===== config.mk =====
export PLATFORM = sky130hd
export DESIGN_NAME = serial_cmd_framer
export DESIGN_NICKNAME = d
export VERILOG_FILES = /design/src/rtl/sfr_pkg.sv /design/src/rtl/sfr_sync.sv /design/src/rtl/sfr_shifter.sv /design/src/rtl/sfr_classifier.sv /design/src/rtl/serial_cmd_framer.sv
export SDC_FILE = /design/constraint.sdc
export NUM_CORES = 1
export LEC_CHECK = 0
export BUFFER_PORTS_ARGS = -buffer_cell sky130_fd_sc_hd__buf_2
export CAP_MARGIN = 0
export CORE_MARGIN = 2
export CORE_UTILIZATION = 38
export DETAILED_ROUTE_END_ITERATION = 10
export PLACE_DENSITY = 0.59
export SETUP_SLACK_MARGIN = 0.1
export SKIP_LAST_GASP = 1
export SYNTH_ARGS = -nofsm -noshare
export SYNTH_HDL_FRONTEND = slang
export SYNTH_SLANG_ARGS = --single-unit

===== constraint.sdc =====
create_clock -name clk -period 3.65 [get_ports clk]
set_clock_uncertainty 0.1 [all_clocks]
set_input_delay 0.365 -clock clk [delete_from_list [all_inputs] [get_ports clk]]
set_output_delay 0.365 -clock clk [all_outputs]
set_load 0.02 [all_outputs]

===== src/rtl/sfr_pkg.sv =====
package sfr_pkg;
    localparam int BYTE_W = 8;
    localparam int BIT_CNT_W = $clog2(BYTE_W);
    localparam int RUN_MAX = 128;
    localparam int RUN_W = $clog2(RUN_MAX + 1);
    localparam logic [BYTE_W-1:0] DIR_OPEN = 8'hE8;

    typedef enum logic [1:0] {
        FR_CMD,
        FR_LEN,
        FR_RUN
    } fr_state_e;

    typedef struct packed {
        logic [BYTE_W-1:0] value;
        logic              rs;
    } rx_byte_t;

    // Number of data bytes a length byte opens: L+1, clamped to RUN_MAX.
    function automatic logic [RUN_W-1:0] run_len(input logic [BYTE_W-1:0] l);
        if (int'(l) >= RUN_MAX - 1)
            return RUN_W'(RUN_MAX);
        return RUN_W'(l) + RUN_W'(1);
    endfunction
endpackage


===== src/rtl/sfr_sync.sv =====
module sfr_sync #(
    parameter int         W       = 4,
    parameter int         STAGES  = 2,
    parameter logic [W-1:0] RST_VAL = '0
) (
    input  logic         clk,
    input  logic         rst,
    input  logic [W-1:0] d,
    output logic [W-1:0] q
);
    for (genvar g = 0; g < STAGES; g++) begin : g_st
        logic [W-1:0] r;
        if (g == 0) begin : g_first
            always_ff @(posedge clk) begin
                if (rst) r <= RST_VAL;
                else     r <= d;
            end
        end else begin : g_next
            always_ff @(posedge clk) begin
                if (rst) r <= RST_VAL;
                else     r <= g_st[g-1].r;
            end
        end
    end

    assign q = g_st[STAGES-1].r;
endmodule


===== src/rtl/sfr_shifter.sv =====
module sfr_shifter
    import sfr_pkg::*;
(
    input  logic     clk,
    input  logic     rst,
    input  logic     sclk_s,
    input  logic     sdi_s,
    input  logic     cs_n_s,
    input  logic     rs_s,
    output logic     rdy,
    output rx_byte_t rx
);
    logic                 sclk_q;
    logic [BYTE_W-1:0]    sh;
    logic [BIT_CNT_W-1:0] cnt;
    logic                 rise;

    assign rise = sclk_s & ~sclk_q;

    always_ff @(posedge clk) begin
        if (rst) begin
            sclk_q <= 1'b0;
            sh     <= '0;
            cnt    <= '0;
            rdy    <= 1'b0;
            rx     <= '0;
        end else begin
            sclk_q <= sclk_s;
            rdy    <= 1'b0;
            if (cs_n_s) begin
                sh  <= '0;
                cnt <= '0;
            end else if (rise) begin
                sh  <= {sh[BYTE_W-2:0], sdi_s};
                cnt <= cnt + BIT_CNT_W'(1);
                if (cnt == BIT_CNT_W'(BYTE_W - 1)) begin
                    rdy      <= 1'b1;
                    rx.value <= {sh[BYTE_W-2:0], sdi_s};
                    rx.rs    <= rs_s;
                end
            end
        end
    end

    // a deasserted select leaves no bit count behind
    a_r2_cs_clears: assert property (@(posedge clk) disable iff (rst)
        cs_n_s |=> (cnt == '0));

    // a completed byte is a single-cycle strobe
    a_r1_single_strobe: assert property (@(posedge clk) disable iff (rst)
        rdy |=> !rdy);
endmodule


===== src/rtl/sfr_classifier.sv =====
module sfr_classifier
    import sfr_pkg::*;
(
    input  logic              clk,
    input  logic              rst,
    input  logic              four_pin,
    input  logic              cs_n_s,
    input  logic              rdy,
    input  rx_byte_t          rx,
    output logic              byte_vld,
    output logic [BYTE_W-1:0] byte_data,
    output logic              byte_is_data,
    output logic              col_inc
);
    fr_state_e        state;
    logic [RUN_W-1:0] left;

    always_ff @(posedge clk) begin
        if (rst) begin
            state        <= FR_CMD;
            left         <= '0;
            byte_vld     <= 1'b0;
            byte_data    <= '0;
            byte_is_data <= 1'b0;
            col_inc      <= 1'b0;
        end else begin
            byte_vld <= rdy;
            col_inc  <= 1'b0;
            if (rdy) begin
                byte_data <= rx.value;
                if (four_pin) begin
                    byte_is_data <= rx.rs;
                    col_inc      <= rx.rs;
                    state        <= FR_CMD;
                end else begin
                    unique case (state)
                        FR_CMD: begin
                            byte_is_data <= 1'b0;
                            if (rx.value == DIR_OPEN) state <= FR_LEN;
                        end
                        FR_LEN: begin
                            byte_is_data <= 1'b0;
                            left         <= run_len(rx.value);
                            state        <= FR_RUN;
                        end
                        FR_RUN: begin
                            byte_is_data <= 1'b1;
                            col_inc      <= 1'b1;
                            left         <= left - RUN_W'(1);
                            if (left == RUN_W'(1)) state <= FR_CMD;
                        end
                        default: state <= FR_CMD;
                    endcase
                end
            end
            if (cs_n_s) begin
                state <= FR_CMD;
                left  <= '0;
            end
        end
    end

    // an open run always has bytes left to deliver
    a_r7_run_nonzero: assert property (@(posedge clk) disable iff (rst)
        (state == FR_RUN) |-> (left != '0));

    // the run counter never exceeds the clamp
    a_r6_len_bound: assert property (@(posedge clk) disable iff (rst)
        int'(left) <= RUN_MAX);

    // deselect returns the framer to command mode
    a_r9_cs_exit: assert property (@(posedge clk) disable iff (rst)
        cs_n_s |=> (state == FR_CMD));

    // column advance only accompanies a delivered data byte
    a_r8_col_with_data: assert property (@(posedge clk) disable iff (rst)
        col_inc |-> (byte_vld && byte_is_data));
endmodule


===== src/rtl/serial_cmd_framer.sv =====
module serial_cmd_framer
    import sfr_pkg::*;
(
    input  logic              clk,
    input  logic              rst,
    input  logic              four_pin,
    input  logic              sclk,
    input  logic              sdi,
    input  logic              cs_n,
    input  logic              rs,
    output logic              byte_vld,
    output logic [BYTE_W-1:0] byte_data,
    output logic              byte_is_data,
    output logic              col_inc
);
    localparam int SYNC_STAGES = 2;

    logic [3:0] raw_in;
    logic [3:0] syn;
    logic       rdy;
    rx_byte_t   rx;

    assign raw_in = {cs_n, rs, sdi, sclk};

    sfr_sync #(
        .W      (4),
        .STAGES (SYNC_STAGES),
        .RST_VAL(4'b1000)
    ) sync_i (
        .clk(clk),
        .rst(rst),
        .d  (raw_in),
        .q  (syn)
    );

    sfr_shifter shift_i (
        .clk   (clk),
        .rst   (rst),
        .sclk_s(syn[0]),
        .sdi_s (syn[1]),
        .cs_n_s(syn[3]),
        .rs_s  (syn[2]),
        .rdy   (rdy),
        .rx    (rx)
    );

    sfr_classifier class_i (
        .clk         (clk),
        .rst         (rst),
        .four_pin    (four_pin),
        .cs_n_s      (syn[3]),
        .rdy         (rdy),
        .rx          (rx),
        .byte_vld    (byte_vld),
        .byte_data   (byte_data),
        .byte_is_data(byte_is_data),
        .col_inc     (col_inc)
    );

    // every output strobe follows a byte completed by the shifter
    a_r1_vld_follows_rdy: assert property (@(posedge clk) disable iff (rst)
        byte_vld |-> $past(rdy));
endmodule


; After elaboration in Yosys (flattened, before gate mapping)
; Cells that the tools add are included.
[word_totals]
reg_bits = 50
input_bits = 7
out_inout_bits = 11
elab_cells = 59
[op_classes]
add_sub_neg = 3
magnitude_cmp = 1
eq_ne = 7
mux = 17
n_bitwise = 6
reduce_logical = 11
[op_table]
columns = cell, n
row1 = $mux W8, 2
row2 = $pmux W8 S2, 1
row3 = $mux W1, 9
row4 = $reduce_and A3 Y1, 3
row5 = $add A8 B1 Y8 const B, 1
row6 = $eq A8 B1 Y1 const B, 1
row7 = $eq A8 B8 Y1 const B, 1
row8 = $ge A8 B7 Y1 const B, 1
row9 = $sub A8 B1 Y8 const B, 1
row10 = $mux W2, 3
row11 = $ne A3 B2 Y1 const B, 2
row12 = $pmux W2 S3, 1
row13 = $reduce_or A2 Y1, 3
row14 = $not A1 Y1, 5
row15 = $add A3 B1 Y3 const B, 1
row16 = $eq A3 B3 Y1 const B, 1
row17 = $reduce_bool A3 Y1, 1
row18 = $reduce_or A3 Y1, 1
row19 = $eq A2 B1 Y1 const B, 1
row20 = $eq A2 B2 Y1 const B, 1
row21 = $logic_not A2 Y1, 1
row22 = $pmux W1 S2, 1
row23 = $reduce_and A2 Y1, 1
row24 = $reduce_bool A2 Y1, 1
row25 = $and A1 B1 Y1, 1

; Logic depth before layout (Yosys ltp)
[logic_depth]
ltp_word = 8
depth_mapped = 8
depth_no_buf = 7

; Cells and area by module
; A second synthesis with hierarchy kept.
[hier_totals]
cells_unflattened = 259
area_unflattened_um2 = 2294.7
[by_module_without_submodules]
columns = mod, instances, cells_per_inst, area_each_um2, seq_area_each_um2
row1 = sfr_classifier, 1, 151, 1261.2, 420.4
row2 = sfr_shifter, 1, 92, 823.3, 420.4
row3 = sfr_sync, 1, 16, 210.2, 160.2

; Worst setup path before layout
; OpenSTA, ideal clock, no wires.
[synth_timing]
path_type = reg-to-reg
start = register class_i.state[0]
end = register class_i.state[1]
setup_ps = 132
arrival_time_ps = 1550
setup_slack_ps = 1868
stages_incl_launch_ff = 8
synth_period_minus_slack_ps = 1782
cell_sequence = dfxtp_1 inv_1 ha_1 clkbuf_1 inv_1 o311ai_1 or3b_1 a21oi_1
[synth_between]
elab_chain_len = 3
[synth_rtl]
columns = item, line_no
row1 = start: declaration, sfr_classifier.sv:15  ; fr_state_e state;
row2 = start signal: assignment, sfr_classifier.sv:20  ; state <= FR_CMD;
row3 = start signal: assignment, sfr_classifier.sv:34  ; state <= FR_CMD;
row4 = start signal: assignment, sfr_classifier.sv:39  ; if (rx.value == DIR_OPEN) state <= FR_LEN;
row5 = $eq A2 B2 Y1 (tied with other cells), sfr_classifier.sv:36  ; unique case (state)
row6 = $ne A3 B2 Y1 (no line) or $pmux W2 S3 (tied branches), --
row7 = $reduce_and A3 Y1 (no line) or $mux W2 (tied branches), --
; Parallel ways exist; a longest one is shown, timed or not.
; A chain may end at the register's enable or synchronous reset.

; Final worst setup path
[layout_timing]
start = register shift_i.rdy
end = register class_i.left[3]
[layout_between]
elab_chain_len = 1
[layout_rtl]
columns = item, line_no
row1 = start: declaration, sfr_shifter.sv:10  ; output logic rdy,
row2 = start signal: assignment, sfr_shifter.sv:25  ; rdy <= 1'b0;
row3 = start signal: assignment, sfr_shifter.sv:29  ; rdy <= 1'b0;
row4 = start signal: assignment, sfr_shifter.sv:37  ; rdy <= 1'b1;
row5 = $reduce_and A3 Y1 (no line), --
row6 = end signal: assignment, sfr_classifier.sv:43  ; left <= run_len(rx.value);
row7 = end signal: assignment, sfr_classifier.sv:49  ; left <= left - RUN_W'(1);
row8 = end: declaration, sfr_classifier.sv:16  ; logic [RUN_W-1:0] left;
; No other way between the ends.

==> impl_metrics.yaml <==
status:
  status: "finished, final reports clean"
pwr:
  netSwitchingFraction_pct: 22.3
  pwr-share-clk_pct: 35.9
  ir_drop_mv: 0.179
  power_switching_w: 0.000198
  pwr_density_cell_nw_per_um2: 378
  leakage_nw: 0.827
  power.total_w: 0.000889
  intPower_w: 0.000691
  p_comb_share_pct: 2.1
  sequentialPowerShare_pct: 62.0
placement:
  port_buffers: 17
  dp_cells: 326
  place.gp.congestion: 0.909
  hpwl_um: 2990
final_layout:
  finalCoreUtilization_pct: 42.9
  area_growth_pct: 10.1
  diodes: 0
  drive_gt1_share_pct: 12.2
  multi_input_area_um2: 1050
  layout.nets: 278
  seqCellArea_um2: 1000
  stdcell_count: 334
  fill_cells: 573
synth:
  synthCells: 248
  yosysTopAreaCellShare_pct: 46.9
  synthTopCellsByArea: "dfxtp_1 47%, nand2_1 8.3%, ha_1 5.9%"
  synth-seq-cells: 50
  synth_nets: 265
  avgSynthCellArea_um2: 8.60
  ys_warn_count: 0
  yosysUniqueCellTypes: 37
  synth_xor_area_share_pct: 2.87
  synthMuxAreaShare_pct: 4.22
  yosysMostFrequentCell: "dfxtp_1"
  synthAdderAreaFrac_pct: 5.87
  synth_compound_area_share_pct: 13.5
  async_flop_share_pct: 0
  syn_area_um2: 2130
  synth-edff-count: 0
  yosys-top-cells-count: "50 x dfxtp_1, 47 x nand2_1, 24 x a21oi_1, 19 x nor2_1, 12 x o21ai_0"
  synthSimpleGateAreaFrac_pct: 22.8
  netlist.top_cell.by_area: "dfxtp_1"
  synth_top_family_by_area: "simple AND/OR/NAND/NOR gates"
  seq_area_frac_synth_pct: 46.9
  synth_ff_type: "dfxtp_1"
sta:
  worst_pin_slew_ps: 783
  fin_crit_sh_pct: 56.6
  setup_tns_ps: 0
  setup_viol: 0
  maxSlewHeadroom_pct: 47.7
  finalCriticalPeriod_ps: 2070
  fmax_mhz: 484
  rsz0062_at_grt: "no"
  finalHoldViolations: 0
  finalMaxSlewViolations: 0
detailed_routing:
  drcViolationCount: 0
  wl_per_cell_um: 12.8
  antenna_left: 0
  via_per_inst: 4.88
  initialDrtViolationCount: 65
  wl_um: 4260
  detail_route.first_pass.iterations: 4
  num_vias: 1631
cts:
  clkSlewWorstSetupHoldPaths_ps: 100
  htreeDepth: 2
  cts_hold_buf: 0
  worstSkewPairLatency_ps: 300
  cts-buffers-inserted: 5
  cts_root_buffer: "clkbuf_8"
  post_cts_resized: 0
  post-cts-setup-buffers: 0
  cts_tree: "yes"
  cts.sinks: 50
  clock_path_buffers: 2
flow_run:
  drv_cap: 0
global_routing:
  grt.overflow.total: 0
  grt_pass1_wl_um: 7200
  grt_pass1_vias: 1497
  grt_start_max_net_pins: 32
  grtUsageTotal_pct: 14.7
  antenna_found_initial: 0
setup_path:
  start_kind: "flop"
  crit_family: "flip-flops"
  worstSetupPathType: "flop to flop"
  slowest_delay_ps: 720
  path_cells: "nand2_1 > nor2_1 > o21ai_0 > a32o_1"
  crit_path_top_delay_cell: "dfxtp_1"
  required_ps: 3750
  worst-path-buf-inv: 0
  endpoint_kind: "flop"
  path_max_fanout: 12
  arrival_ps: 2160
floorplanning:
  rows: 27
  die_area_um2: 6230
  initial_utilization_pct: 39.0
  core_um2: 5470
  die_h_um: 78.9
  pin_count: 18
  die_w_um: 78.9
hold_path:
  min_path_type: "primary input to flop"
[final cells by class]
cell class,count,area share [%]
Sequential cell,50,42.6
Tap cell,72,3.83
Clock inverter,3,0.905
Inverter,9,1.44
Clock buffer,5,2.93
Timing Repair Buffer,17,3.62
Multi-Input combinational cell,178,44.7
[layer usage]
layer  GRT usage [%]  share of wire (%)
met1            20.4                 49
met2            21.6                 44
met5               0                  0
met3            3.86                5.4
met4            5.86                1.1
[registers in the layout, indices dropped and copies added, names as in the netlist]
| signal | count |
|---|---|
| shift_i.rx | 9 |
| shift_i.sh | 7 |
| class_i.byte_is_data | 1 |
| sync_i.q | 4 |
| shift_i.rdy | 1 |
| shift_i.sclk_q | 1 |
| class_i.left | 8 |
| shift_i.cnt | 3 |
| sync_i.g_st.r | 4 |
| class_i.byte_data | 8 |
| class_i.col_inc | 1 |
| class_i.state | 2 |
| class_i.byte_vld | 1 |
[placed cells by master, fill, tap and decap left out, types with 2 or more instances in the layout]
cell type  instances
mux2i_1            9
nand2_1           47
xor2_1             3
xnor2_1            4
o31ai_1            2
nand3_1            6
clkbuf_8           5
nand2b_1           2
buf_2             17
ha_1              10
or2_2              4
inv_1              9
dfxtp_1           50
o21ai_0           12
nand4_1            2
o221ai_1           2
or3b_1             2
nor2b_1           11
a21oi_1           24
nor3_1             4
nor2_1            19
[cells by family after synthesis]
logic type                 Yosys count
and+or+nand+nor                    103
DFF                                 50
AOI/OAI and AO/OA                   49
buffers and inverters               20
adders and majority gates           10
muxes                                9
xor gates and xnor gates             7
[power groups by stage]
| stage | Sequential, W | Clock (W) | Combinational, W |
|---|---|---|---|
| 3_3_place_gp | 0.000564 | 0 | 0.0000195 |
| 4_1_cts | 0.000551 | 0.000333 | 0.0000193 |
| 3_5_place_dp | 0.000564 | 0 | 0.0000192 |
| 5_1_grt | 0.000552 | 0.000359 | 0.0000216 |
| 6_report | 0.000551 | 0.000319 | 0.0000190 |
| 2_1_floorplan | 0.000563 | 0 | 0.0000131 |
[worst register-to-register path: stages, from the launching register on]
cell and delay, ps:
dfxtp_1 720, nand2_1 130, nor2_1 540, o21ai_0 190, a32o_1 290
[worst paths after layout]
kind | from | cells past startpoint | slack, ps | end
min | cs_n | 2 | 140 | sync_i.g_st[0].r[3]
max | shift_i.rdy | 4 | 1580 | class_i.left[3]
min reg2reg | sync_i.g_st[0].r[3] | 1 | 320 | sync_i.q[3]
max reg2reg | shift_i.rdy | 4 | 1580 | class_i.left[3]
[metrics by stage]
step | instance area, µm² | setup WS, ps | hold WS, ps
2_1_floorplan | 2130 | 1870 | 289
3_3_place_gp | 2260 | 1620 | 291
3_5_place_dp | 2260 | 1620 | 293
4_1_cts | 2350 | 1590 | 131
5_1_grt | 2350 | 1350 | 140
6_report | 2350 | 1580 | 138
Power figures use the tool's default switching activity.
